### config.mk
export PLATFORM = sky130hd
export DESIGN_NAME = ata_pio_timing_ctrl
export DESIGN_NICKNAME = d
export VERILOG_FILES = /design/src/rtl/ata_pio_pkg.sv /design/src/rtl/ata_pio_cfg.sv /design/src/rtl/ata_pio_decode.sv /design/src/rtl/ata_pio_tsel.sv /design/src/rtl/ata_pio_seq.sv /design/src/rtl/ata_pio_timing_ctrl.sv
export SDC_FILE = /design/constraint.sdc
export NUM_CORES = 1
export LEC_CHECK = 0
export BUFFER_PORTS_ARGS = -buffer_cell sky130_fd_sc_hd__buf_4
export CORE_ASPECT_RATIO = 0.6
export CORE_MARGIN = 2
export CORE_UTILIZATION = 30
export CTS_CLUSTER_SIZE = 20
export DETAILED_ROUTE_END_ITERATION = 16
export PLACE_DENSITY = 0.49
export SLEW_MARGIN = 20
export SYNTH_ARGS = -nofsm -noshare
export SYNTH_HDL_FRONTEND = slang
export SYNTH_SLANG_ARGS = --single-unit
### constraint.sdc
create_clock -name clk_i -period 3.9 [get_ports clk_i]
set_input_delay 0.585 -clock clk_i [delete_from_list [all_inputs] [get_ports clk_i]]
set_output_delay 0.585 -clock clk_i [all_outputs]
set_load 0.01 [all_outputs]
### src/rtl/ata_pio_pkg.sv
package ata_pio_pkg;
  localparam int CFG_W       = 16;
  localparam int EN_BIT      = 15;
  localparam int CH_BIT      = 14;
  localparam int SP_LSB      = 12;
  localparam int RC_LSB      = 8;
  localparam int NIB_BITS    = 4;
  localparam int NIB_FAST    = 0;
  localparam int NIB_IORDY   = 1;
  localparam int N_DRV       = 2;
  localparam int DEVHEAD_OFS = 6;
  localparam int DRV_BIT     = 4;
  localparam int TIM_W       = 4;

  typedef enum logic [2:0] {ST_IDLE, ST_ACT, ST_WAIT, ST_HOLD, ST_REC} seq_st_e;

  typedef struct packed {
    logic [TIM_W-1:0] act_len;
    logic [TIM_W-1:0] rec_len;
    logic             iordy_en;
  } drv_tim_t;
endpackage

### src/rtl/ata_pio_cfg.sv
module ata_pio_cfg
  import ata_pio_pkg::*;
(
  input  logic             clk_i,
  input  logic             rst_ni,
  input  logic             wr_i,
  input  logic [CFG_W-1:0] wdata_i,
  input  logic             open_i,
  output logic [CFG_W-1:0] cfg_o
);
  logic [CFG_W-1:0] cfg_q, pend_q;
  logic             pend_v_q;

  always_ff @(posedge clk_i or negedge rst_ni) begin
    if (!rst_ni) begin
      cfg_q    <= '0;
      pend_q   <= '0;
      pend_v_q <= 1'b0;
    end else if (wr_i && open_i) begin
      cfg_q    <= wdata_i;
      pend_v_q <= 1'b0;
    end else if (wr_i) begin
      pend_q   <= wdata_i;
      pend_v_q <= 1'b1;
    end else if (open_i && pend_v_q) begin
      cfg_q    <= pend_q;
      pend_v_q <= 1'b0;
    end
  end

  assign cfg_o = cfg_q;

  // the control word only moves between cycles
  p_hold_mid_cycle_r9: assert property (@(posedge clk_i) disable iff (!rst_ni)
    !open_i |=> $stable(cfg_q));
  p_pend_flush_r9: assert property (@(posedge clk_i) disable iff (!rst_ni)
    (open_i && pend_v_q && !wr_i) |=> (cfg_q == $past(pend_q)));
endmodule

### src/rtl/ata_pio_decode.sv
module ata_pio_decode #(
  parameter int ADDR_W = 10
) (
  input  logic              en_i,
  input  logic              sec_i,
  input  logic [ADDR_W-1:0] addr_i,
  output logic              hit_o,
  output logic              ctl_o,
  output logic [2:0]        da_o
);
  localparam int HI_W = ADDR_W - 3;
  localparam logic [HI_W-1:0]   CMD_PRI_HI = HI_W'(32'h1F0 >> 3);
  localparam logic [HI_W-1:0]   CMD_SEC_HI = HI_W'(32'h170 >> 3);
  localparam logic [ADDR_W-1:0] CTL_PRI    = ADDR_W'(32'h3F6);
  localparam logic [ADDR_W-1:0] CTL_SEC    = ADDR_W'(32'h376);

  logic cmd_hit, ctl_hit;

  assign cmd_hit = addr_i[ADDR_W-1:3] == (sec_i ? CMD_SEC_HI : CMD_PRI_HI);
  assign ctl_hit = addr_i == (sec_i ? CTL_SEC : CTL_PRI);
  assign hit_o   = en_i && (cmd_hit || ctl_hit);
  assign ctl_o   = !cmd_hit && ctl_hit;
  assign da_o    = cmd_hit ? addr_i[2:0] : 3'd6;
endmodule

### src/rtl/ata_pio_tsel.sv
module ata_pio_tsel
  import ata_pio_pkg::*;
#(
  parameter int SLOW_ACT = 6,
  parameter int SLOW_REC = 4
) (
  input  logic [N_DRV-1:0]           fast_i,
  input  logic [N_DRV-1:0]           iordy_en_i,
  input  logic [1:0]                 sp_code_i,
  input  logic [1:0]                 rc_code_i,
  output drv_tim_t [N_DRV-1:0]       tim_o
);
  logic [TIM_W-1:0] fast_act, fast_rec;

  assign fast_act = TIM_W'(sp_code_i) + TIM_W'(2);
  assign fast_rec = TIM_W'(rc_code_i) + TIM_W'(1);

  for (genvar g = 0; g < N_DRV; g++) begin : g_drv
    assign tim_o[g].act_len  = fast_i[g] ? fast_act : TIM_W'(SLOW_ACT);
    assign tim_o[g].rec_len  = fast_i[g] ? fast_rec : TIM_W'(SLOW_REC);
    assign tim_o[g].iordy_en = fast_i[g] && iordy_en_i[g];
  end
endmodule

### src/rtl/ata_pio_seq.sv
module ata_pio_seq
  import ata_pio_pkg::*;
#(
  parameter int DATA_W   = 16,
  parameter int WDOG_CYC = 256
) (
  input  logic                  clk_i,
  input  logic                  rst_ni,
  input  logic                  req_i,
  input  logic                  we_i,
  input  logic                  hit_i,
  input  logic                  ctl_i,
  input  logic [2:0]            da_i,
  input  logic [DATA_W-1:0]     wdata_i,
  input  drv_tim_t [N_DRV-1:0]  tim_i,
  input  logic                  iordy_i,
  input  logic [DATA_W-1:0]     dd_i,
  output logic                  open_o,
  output logic                  busy_o,
  output logic                  done_o,
  output logic                  timeout_o,
  output logic [DATA_W-1:0]     rdata_o,
  output logic                  cs0_no,
  output logic                  cs1_no,
  output logic [2:0]            da_o,
  output logic                  dior_no,
  output logic                  diow_no,
  output logic [DATA_W-1:0]     dd_o,
  output logic                  dd_oe_o
);
  localparam int CNT_W = $clog2(WDOG_CYC);

  seq_st_e           st_q;
  logic [CNT_W-1:0]  cnt_q, cnt_nxt;
  drv_tim_t          tim_q;
  logic              we_q, ctl_q, dev_q, done_q, to_q, to_pend_q;
  logic [2:0]        da_q;
  logic [DATA_W-1:0] wd_q, rd_q;
  logic              act, strobe, rec_last;

  assign cnt_nxt  = cnt_q + 1'b1;
  assign rec_last = (st_q == ST_REC) && (cnt_nxt == CNT_W'(tim_q.rec_len));

  always_ff @(posedge clk_i or negedge rst_ni) begin
    if (!rst_ni) begin
      st_q      <= ST_IDLE;
      cnt_q     <= '0;
      tim_q     <= '0;
      we_q      <= 1'b0;
      ctl_q     <= 1'b0;
      dev_q     <= 1'b0;
      da_q      <= '0;
      wd_q      <= '0;
      rd_q      <= '0;
      done_q    <= 1'b0;
      to_q      <= 1'b0;
      to_pend_q <= 1'b0;
    end else begin
      done_q <= 1'b0;
      to_q   <= 1'b0;
      unique case (st_q)
        ST_IDLE: if (req_i) begin
          if (hit_i) begin
            st_q      <= ST_ACT;
            cnt_q     <= '0;
            tim_q     <= tim_i[dev_q];
            we_q      <= we_i;
            ctl_q     <= ctl_i;
            da_q      <= da_i;
            wd_q      <= wdata_i;
            to_pend_q <= 1'b0;
            if (we_i && !ctl_i && da_i == 3'(DEVHEAD_OFS)) dev_q <= wdata_i[DRV_BIT];
          end else begin
            done_q <= 1'b1;
          end
        end
        ST_ACT: begin
          if (cnt_nxt == CNT_W'(tim_q.act_len)) begin
            cnt_q <= '0;
            if (tim_q.iordy_en && !iordy_i) begin
              st_q <= ST_WAIT;
            end else begin
              st_q <= ST_REC;
              if (!we_q) rd_q <= dd_i;
            end
          end else begin
            cnt_q <= cnt_nxt;
          end
        end
        ST_WAIT: begin
          if (iordy_i) begin
            st_q <= ST_HOLD;
          end else if (cnt_q == CNT_W'(WDOG_CYC - 1)) begin
            st_q      <= ST_REC;
            cnt_q     <= '0;
            to_pend_q <= 1'b1;
            if (!we_q) rd_q <= dd_i;
          end else begin
            cnt_q <= cnt_nxt;
          end
        end
        ST_HOLD: begin
          st_q  <= ST_REC;
          cnt_q <= '0;
          if (!we_q) rd_q <= dd_i;
        end
        ST_REC: begin
          if (rec_last) begin
            st_q   <= ST_IDLE;
            done_q <= 1'b1;
            to_q   <= to_pend_q;
          end else begin
            cnt_q <= cnt_nxt;
          end
        end
        default: st_q <= ST_IDLE;
      endcase
    end
  end

  assign act       = st_q != ST_IDLE;
  assign strobe    = st_q inside {ST_ACT, ST_WAIT, ST_HOLD};
  assign open_o    = !act || rec_last;
  assign busy_o    = act;
  assign done_o    = done_q;
  assign timeout_o = to_q;
  assign rdata_o   = rd_q;
  assign cs0_no    = !(act && !ctl_q);
  assign cs1_no    = !(act && ctl_q);
  assign da_o      = act ? da_q : 3'd0;
  assign dior_no   = !(strobe && !we_q);
  assign diow_no   = !(strobe && we_q);
  assign dd_oe_o   = act && we_q;
  assign dd_o      = dd_oe_o ? wd_q : '0;

  p_done_pulse_r10: assert property (@(posedge clk_i) disable iff (!rst_ni)
    done_o |=> !done_o);
  p_done_source_r10: assert property (@(posedge clk_i) disable iff (!rst_ni)
    done_o |-> ($past(st_q) == ST_REC || ($past(st_q) == ST_IDLE && $past(req_i))));
  p_timeout_with_done_r7: assert property (@(posedge clk_i) disable iff (!rst_ni)
    timeout_o |-> done_o);
  p_wait_needs_flag_r6: assert property (@(posedge clk_i) disable iff (!rst_ni)
    (st_q == ST_WAIT) |-> tim_q.iordy_en);
  p_busy_ignore_r11: assert property (@(posedge clk_i) disable iff (!rst_ni)
    act |=> ($stable(wd_q) && $stable(da_q) && $stable(we_q)));
endmodule

### src/rtl/ata_pio_timing_ctrl.sv
module ata_pio_timing_ctrl
  import ata_pio_pkg::*;
#(
  parameter int ADDR_W   = 10,
  parameter int DATA_W   = 16,
  parameter int SLOW_ACT = 6,
  parameter int SLOW_REC = 4,
  parameter int WDOG_CYC = 256
) (
  input  logic              clk_i,
  input  logic              rst_ni,
  input  logic              cfg_wr_i,
  input  logic [15:0]       cfg_wdata_i,
  output logic [15:0]       cfg_q_o,
  input  logic              req_i,
  input  logic              req_we_i,
  input  logic [ADDR_W-1:0] req_addr_i,
  input  logic [DATA_W-1:0] req_wdata_i,
  output logic [DATA_W-1:0] rsp_rdata_o,
  output logic              done_o,
  output logic              timeout_o,
  output logic              busy_o,
  output logic              ata_cs0_no,
  output logic              ata_cs1_no,
  output logic [2:0]        ata_da_o,
  output logic              ata_dior_no,
  output logic              ata_diow_no,
  output logic [DATA_W-1:0] ata_dd_o,
  output logic              ata_dd_oe_o,
  input  logic [DATA_W-1:0] ata_dd_i,
  input  logic              ata_iordy_i
);
  logic [CFG_W-1:0]     cfg_q;
  logic                 open, hit, ctl;
  logic [2:0]           da;
  logic [N_DRV-1:0]     fast, rdy_en;
  drv_tim_t [N_DRV-1:0] tim;

  ata_pio_cfg u_cfg (
    .clk_i   (clk_i),
    .rst_ni  (rst_ni),
    .wr_i    (cfg_wr_i),
    .wdata_i (cfg_wdata_i),
    .open_i  (open),
    .cfg_o   (cfg_q)
  );

  ata_pio_decode #(.ADDR_W(ADDR_W)) u_dec (
    .en_i   (cfg_q[EN_BIT]),
    .sec_i  (cfg_q[CH_BIT]),
    .addr_i (req_addr_i),
    .hit_o  (hit),
    .ctl_o  (ctl),
    .da_o   (da)
  );

  for (genvar g = 0; g < N_DRV; g++) begin : g_nib
    assign fast[g]   = cfg_q[NIB_BITS*g + NIB_FAST];
    assign rdy_en[g] = cfg_q[NIB_BITS*g + NIB_IORDY];
  end

  ata_pio_tsel #(.SLOW_ACT(SLOW_ACT), .SLOW_REC(SLOW_REC)) u_tsel (
    .fast_i     (fast),
    .iordy_en_i (rdy_en),
    .sp_code_i  (cfg_q[SP_LSB +: 2]),
    .rc_code_i  (cfg_q[RC_LSB +: 2]),
    .tim_o      (tim)
  );

  ata_pio_seq #(.DATA_W(DATA_W), .WDOG_CYC(WDOG_CYC)) u_seq (
    .clk_i     (clk_i),
    .rst_ni    (rst_ni),
    .req_i     (req_i),
    .we_i      (req_we_i),
    .hit_i     (hit),
    .ctl_i     (ctl),
    .da_i      (da),
    .wdata_i   (req_wdata_i),
    .tim_i     (tim),
    .iordy_i   (ata_iordy_i),
    .dd_i      (ata_dd_i),
    .open_o    (open),
    .busy_o    (busy_o),
    .done_o    (done_o),
    .timeout_o (timeout_o),
    .rdata_o   (rsp_rdata_o),
    .cs0_no    (ata_cs0_no),
    .cs1_no    (ata_cs1_no),
    .da_o      (ata_da_o),
    .dior_no   (ata_dior_no),
    .diow_no   (ata_diow_no),
    .dd_o      (ata_dd_o),
    .dd_oe_o   (ata_dd_oe_o)
  );

  assign cfg_q_o = cfg_q;

  // no cycle starts while the channel is switched off
  p_off_no_cycle_r2: assert property (@(posedge clk_i) disable iff (!rst_ni)
    $rose(busy_o) |-> $past(cfg_q[EN_BIT]));
endmodule

==> run metrics, run 1 <==
CTS Buf Count=9; Ys Warns=0; number of synthesized flops with an enable pin=0; GR Layer Usage met3=5.909%; initial antenna violation count=0; commonest non-fill, non-tap cell in the layout=buf_4; Hold WC Path Type=in2async; die width=164.3 µm; Mapped Nets=494; Max Clk Rate=roughly 330 MHz; post-cts sizing count=0; clock root cell=clkbuf_16; # DRC=0; commonest non-fill, non-tap cells in the layout=buf_4, dfrtp_1, mux2_2, nor2_1, nand2_1; WP data required=4.12 ns; CTS tree=done; layout cells sized above 1=between 30% and 40%; ys async rst share=100.0%; drt initial violations=approximately 190; CTS Hold Bufs=0; Max Root-Sink Buffers=2; area grow syn2layout=29.44%; TNS Setup=0 ns; routed len/inst=16.34 µm; CP endpoint kind=register; wire length of the first global-routing pass=20000 µm; Initial Util=between 30% and 40%; DRT Pass-1 Iters=4; Layout Nets=605; Clock Skew=0.01226 ns; Setup Fix Bufs, Post-CTS=0; LEAKAGE=2.865 nW; Row Count=35; largest net degree at the start of global routing=43; GP Congestion=0.8284; RSZ-0062 raised after global routing=false; cell count after synthesis=approximately 430; Fin. Hold Viols=0; Placed Cells=731; CP Class=reg2reg; Util after Layout=39.39%; met1 global-route usage=22.50%; Worst-path clk slew=0.07 ns; Total GRT Usage=between 10% and 20%; setup violators final=0; Antenna Nets Post-Route=0; final WL=around 12000 µm; clk_lat worst skew=about 0.35 ns; Max FO, Critical Path=16; count of different cell masters after synthesis=59; vias after detailed routing=roughly 3.7k; hold_ws=~0.16 ns; Seq/Total Area, Yosys=49.78%; routing usage on met2=21.76%; H-tree depth=3; Vias/cell=4.929; status=finished clean; Worst Tran Pin Value=about 0.86 ns; post-synthesis average cell area=10.80 µm²; Critical Path Start Type=register; Die ar.=approximately 16000 µm²; Sink Count=92; non-filler cells in the finished layout=747; flops & latches, synth=92; Max-cap violations=0; worst-case vdd ir drop=around 0.00024 V; dpl hpwl=8902 µm; relative slew slack=42.35%; Worst EP arrival=3.25 ns; Final Cycle Share=77.52%; n_diodes=0; synthesized area=4624 µm²; Period minus WS final=between 3 and 4 ns; total power divided by cell area=approximately 660 nW/µm²; grt ovf=0; most frequently used flop master after synthesis=dfrtp_1; IO Pins=around 120; Slew Viols, Final=0; Core ar.=15200 µm²; vias in the first global route=3776; fillers=1492; grt peak-use layer=met1; IO buf count=approximately 120; die span in y=100.2 µm
metal layers:
layer,part of all wire (%),wire [µm],vias to the layer above
met5,0,0,-
met4,1.0,125,0
met3,7.5,914,10
met2,40,4905,90
met1,51,6263,1813
li1,-,-,1769
state kept, by name (all words and copies together) (netlist names):
signal,count
u_seq.we_q,1
u_cfg.pend_v_q,1
u_seq.da_q,3
u_cfg.pend_q,16
u_seq.cnt_q,8
u_seq.done_o,1
u_cfg.cfg_o,16
u_seq.rdata_o,16
u_seq.dev_q,1
u_seq.st_q,3
u_seq.wd_q,16
u_seq.tim_q,7
u_seq.timeout_o,1
u_seq.to_pend_q,1
u_seq.ctl_q,1
synth_stat cells (9+ instances only):
| master | n | area (µm²) |
|---|---|---|
| and3_1 | 17 | 106.4 |
| nor2_1 | 32 | 120.1 |
| nand2_1 | 28 | 105.1 |
| mux2_4 | 10 | 150.1 |
| inv_1 | 13 | 48.80 |
| nor3_1 | 15 | 75.07 |
| clkbuf_1 | 19 | 71.32 |
| o21ai_0 | 17 | 85.08 |
| a21oi_1 | 17 | 85.08 |
| mux2_2 | 40 | 450.4 |
| nand3_1 | 10 | 50.05 |
| o2bb2ai_1 | 9 | 78.83 |
| dfrtp_1 | 92 | 2302 |
path summary, 6_finish.rpt:
kind	startpoint	end	slack, ns	cells past startpoint
max in group asynchronous	rst_ni	u_seq.tim_q[3]	2.97	2
min reg2reg	u_seq.da_q[0]	u_seq.da_q[0]	0.48	2
max reg2reg	u_seq.cnt_q[0]	u_seq.rdata_o[10]	0.88	7
max	u_seq.cnt_q[0]	u_seq.rdata_o[10]	0.88	7
min in group clk_i	req_wdata_i[11]	u_seq.wd_q[11]	0.47	2
min	rst_ni	u_seq.da_q[2]	0.16	1
final cells by class:
| cell class | instances | area, µm² | share of cell area [%] |
|---|---|---|---|
| Clock buffer | 10 | 229.0 | 3.825 |
| Clock inverter | 6 | 63.81 | 1.066 |
| Inverter | 13 | 48.80 | 0.8152 |
| Multi-Input combinational cell | 294 | 2120 | 35.41 |
| Sequential cell | 92 | 2302 | 38.46 |
| Tap cell | 203 | 254.0 | 4.243 |
| Timing Repair Buffer | 129 | 968.4 | 16.18 |
cell families (layout without fill, tap and decap cells):
| family | Yosys count | count (layout) | share of synthesized area (%) |
|---|---|---|---|
| xor gates and xnor gates | 10 | 10 | 2.056 |
| and+or+nand+nor | 146 | 146 | 17.02 |
| DFF | 92 | 92 | 49.78 |
| buffers and inverters | 42 | 158 | 4.491 |
| AOI/OAI and AO/OA | 86 | 86 | 13.12 |
| adders and majority gates | 2 | 2 | 0.5410 |
| muxes | 50 | 50 | 12.99 |
power by group:
group          leakage (nW)  total, mW  switching (mW)  internal (mW)
logic                  1.56       1.49           0.717          0.773
clock network         0.139      0.871           0.374          0.497
registers              1.17       1.59           0.310           1.28
worst max-delay path, cell delays in order, from the launching register on:
cell and delay (ns):
dfrtp_1 0.47, ha_1 0.35, xnor2_2 0.19, xnor2_1 0.14, a2111o_1 0.38, o21ba_1 0.30, or4_4 0.72, mux2_4 0.35
per-stage QoR:
step | setup WS (ns) | power [mW] | cell area, µm²
2_1_floorplan | 1.015 | 2.503 | 4624
3_3_place_gp | 0.9777 | 3.068 | 5693
3_5_place_dp | 0.9056 | 3.112 | 5693
4_1_cts | 0.8878 | 4.010 | 5986
5_1_grt | 0.6907 | 4.224 | 5986
6_report | 0.8766 | 3.947 | 5986
Note: power is estimated with default switching activity, not from simulation.
==> inputs of run 2 (changes only) <==
==> constraint.sdc (replaced) <==
create_clock -name clk_i -period 3.17 [get_ports clk_i]
set_input_delay 0.4755 -clock clk_i [delete_from_list [all_inputs] [get_ports clk_i]]
set_output_delay 0.4755 -clock clk_i [all_outputs]
set_load 0.01 [all_outputs]
==> run metrics, run 2 (same netlist as run 1, synthesis figures left out) <==
routed len/inst=16.72 µm; design area=6023 µm²; R2R Path Start=u_seq.cnt_q[0]; Hold WC Path Type=in2async; layout cells sized above 1=38.10%; Critical Path Start Type=register; grt ovf=0; Max Clk Rate=346.7 MHz; Util after Layout=39.64%; status=finished clean; total power divided by cell area=just over 800 nW/µm²; CP endpoint kind=register; Final Cycle Share=between 90% and 100%; Die ar.=about 16000 µm²; Reg-to-Reg End=u_seq.rdata_o[10]; WP data required=approximately 3.4 ns; die width=approximately 160 µm; Period minus WS final=2.884 ns; RSZ-0062 raised after global routing=false; hold_ws=0.1900 ns; initial antenna violation count=0; CTS tree=done; Vias/cell=4.951; multi-input combinational cell area=2120 µm²; Max-cap violations=0; final WL=12520 µm; reg-to-reg slack, setup=0.29 ns; largest net degree at the start of global routing=55; Initial Util=30.43%; Max Root-Sink Buffers=2; setup violators final=0; Area after DPL=about 5700 µm²; Clock Skew=0.01011 ns; Tot Pwr=slightly below 5 mW; IO Pins=around 120; Sink Count=92; CTS Buf Count=9; # DRC=0; commonest non-fill, non-tap cell in the layout=buf_4; crit-path max cell delay=0.68 ns; Placed Cells=733; WP buf/inv=0; commonest non-fill, non-tap cells in the layout=buf_4, dfrtp_1, mux2_2, nor2_1, nand2_1; clk_lat worst skew=0.34 ns; dpl ws=around 0.3 ns; Fin. Hold Viols=0; dpl hpwl=9011 µm; clock root cell=clkbuf_16; Slew Viols, Final=0; Worst EP arrival=a little over 3 ns; H-tree depth=3; n_diodes=0; wire length of the first global-routing pass=20110 µm; Worst Tran Pin Value=0.8962 ns; non-filler cells in the finished layout=749; GP Congestion=0.8121; Max FO, Critical Path=16; cells on worst reg2reg path=7; drt initial violations=159; post-cts sizing count=0; Core ar.=15200 µm²; Top Family by Delay on Critical Path=simple AND/OR/NAND/NOR gates; Setup Fix Bufs, Post-CTS=0; CP Class=reg2reg; CP max stage cell=or4_4; LEAKAGE=2.884 nW; Crit. path cell count=7; worst-case vdd ir drop=0.0003149 V; post-route setup slack=0.2858 ns; relative slew slack=roughly two fifths; Total GRT Usage=15.62%; CTS Hold Bufs=0; Worst-path clk slew=0.07 ns; vias in the first global route=3799; fillers=approximately 1.5k; DRT Pass-1 Iters=5; worst-path cell chain=ha_1 > xnor2_2 > xnor2_1 > a2111o_1 > o21ba_1 > or4_4 > mux2_4; TNS Setup=0 ns; Antenna Nets Post-Route=0; area grow syn2layout=30.25%; vias after detailed routing=roughly 3.7k; Layout Nets=roughly 610; FF+latch area=about 2300 µm²; IO buf count=approximately 120; die span in y=100.2 µm; Row Count=35
-- run 2: cell count changes in the layout (fill, tap and decap cells not counted) --
cell      delta
clkbuf_8     +1
clkinv_4     +1
clkbuf_1     -1
buf_12       +1
buf_4        +1
inv_6        -1
-- run 2: cell type report --
type	count	area share, %
Sequential cell	92	38.22
Multi-Input combinational cell	294	35.19
Timing Repair Buffer	131	16.54
Tap cell	203	4.217
Clock buffer	10	3.968
Clock inverter	6	1.059
Inverter	13	0.8101
-- run 2: power by group --
group          leakage [nW]  internal (mW)  switching (mW)  total [mW]
Clock                 0.144          0.632           0.471        1.10
Combinational          1.57          0.962           0.904        1.87
Sequential             1.17           1.57           0.371        1.94
Total                  2.88           3.16            1.74        4.91
-- run 2: metal layers --
layer	share of wire, %	global-route usage [%]
met1	50	23.09
met2	41	21.40
met3	8.3	5.826
met4	0.85	3.644
met5	0	0
-- run 2: worst max path at each step --
| stage | startpoint | endpoint |
|---|---|---|
| 6_report | u_seq.cnt_q[0] | u_seq.rdata_o[10] |
| 5_1_grt | u_seq.cnt_q[0] | u_seq.rdata_o[14] |
| 4_1_cts | u_seq.cnt_q[0] | u_seq.rdata_o[10] |
| 3_5_place_dp | u_seq.cnt_q[0] | u_seq.rdata_o[8] |
| 3_3_place_gp | u_seq.cnt_q[0] | u_seq.rdata_o[7] |
| 2_1_floorplan | u_seq.cnt_q[0] | u_seq.rdata_o[10] |
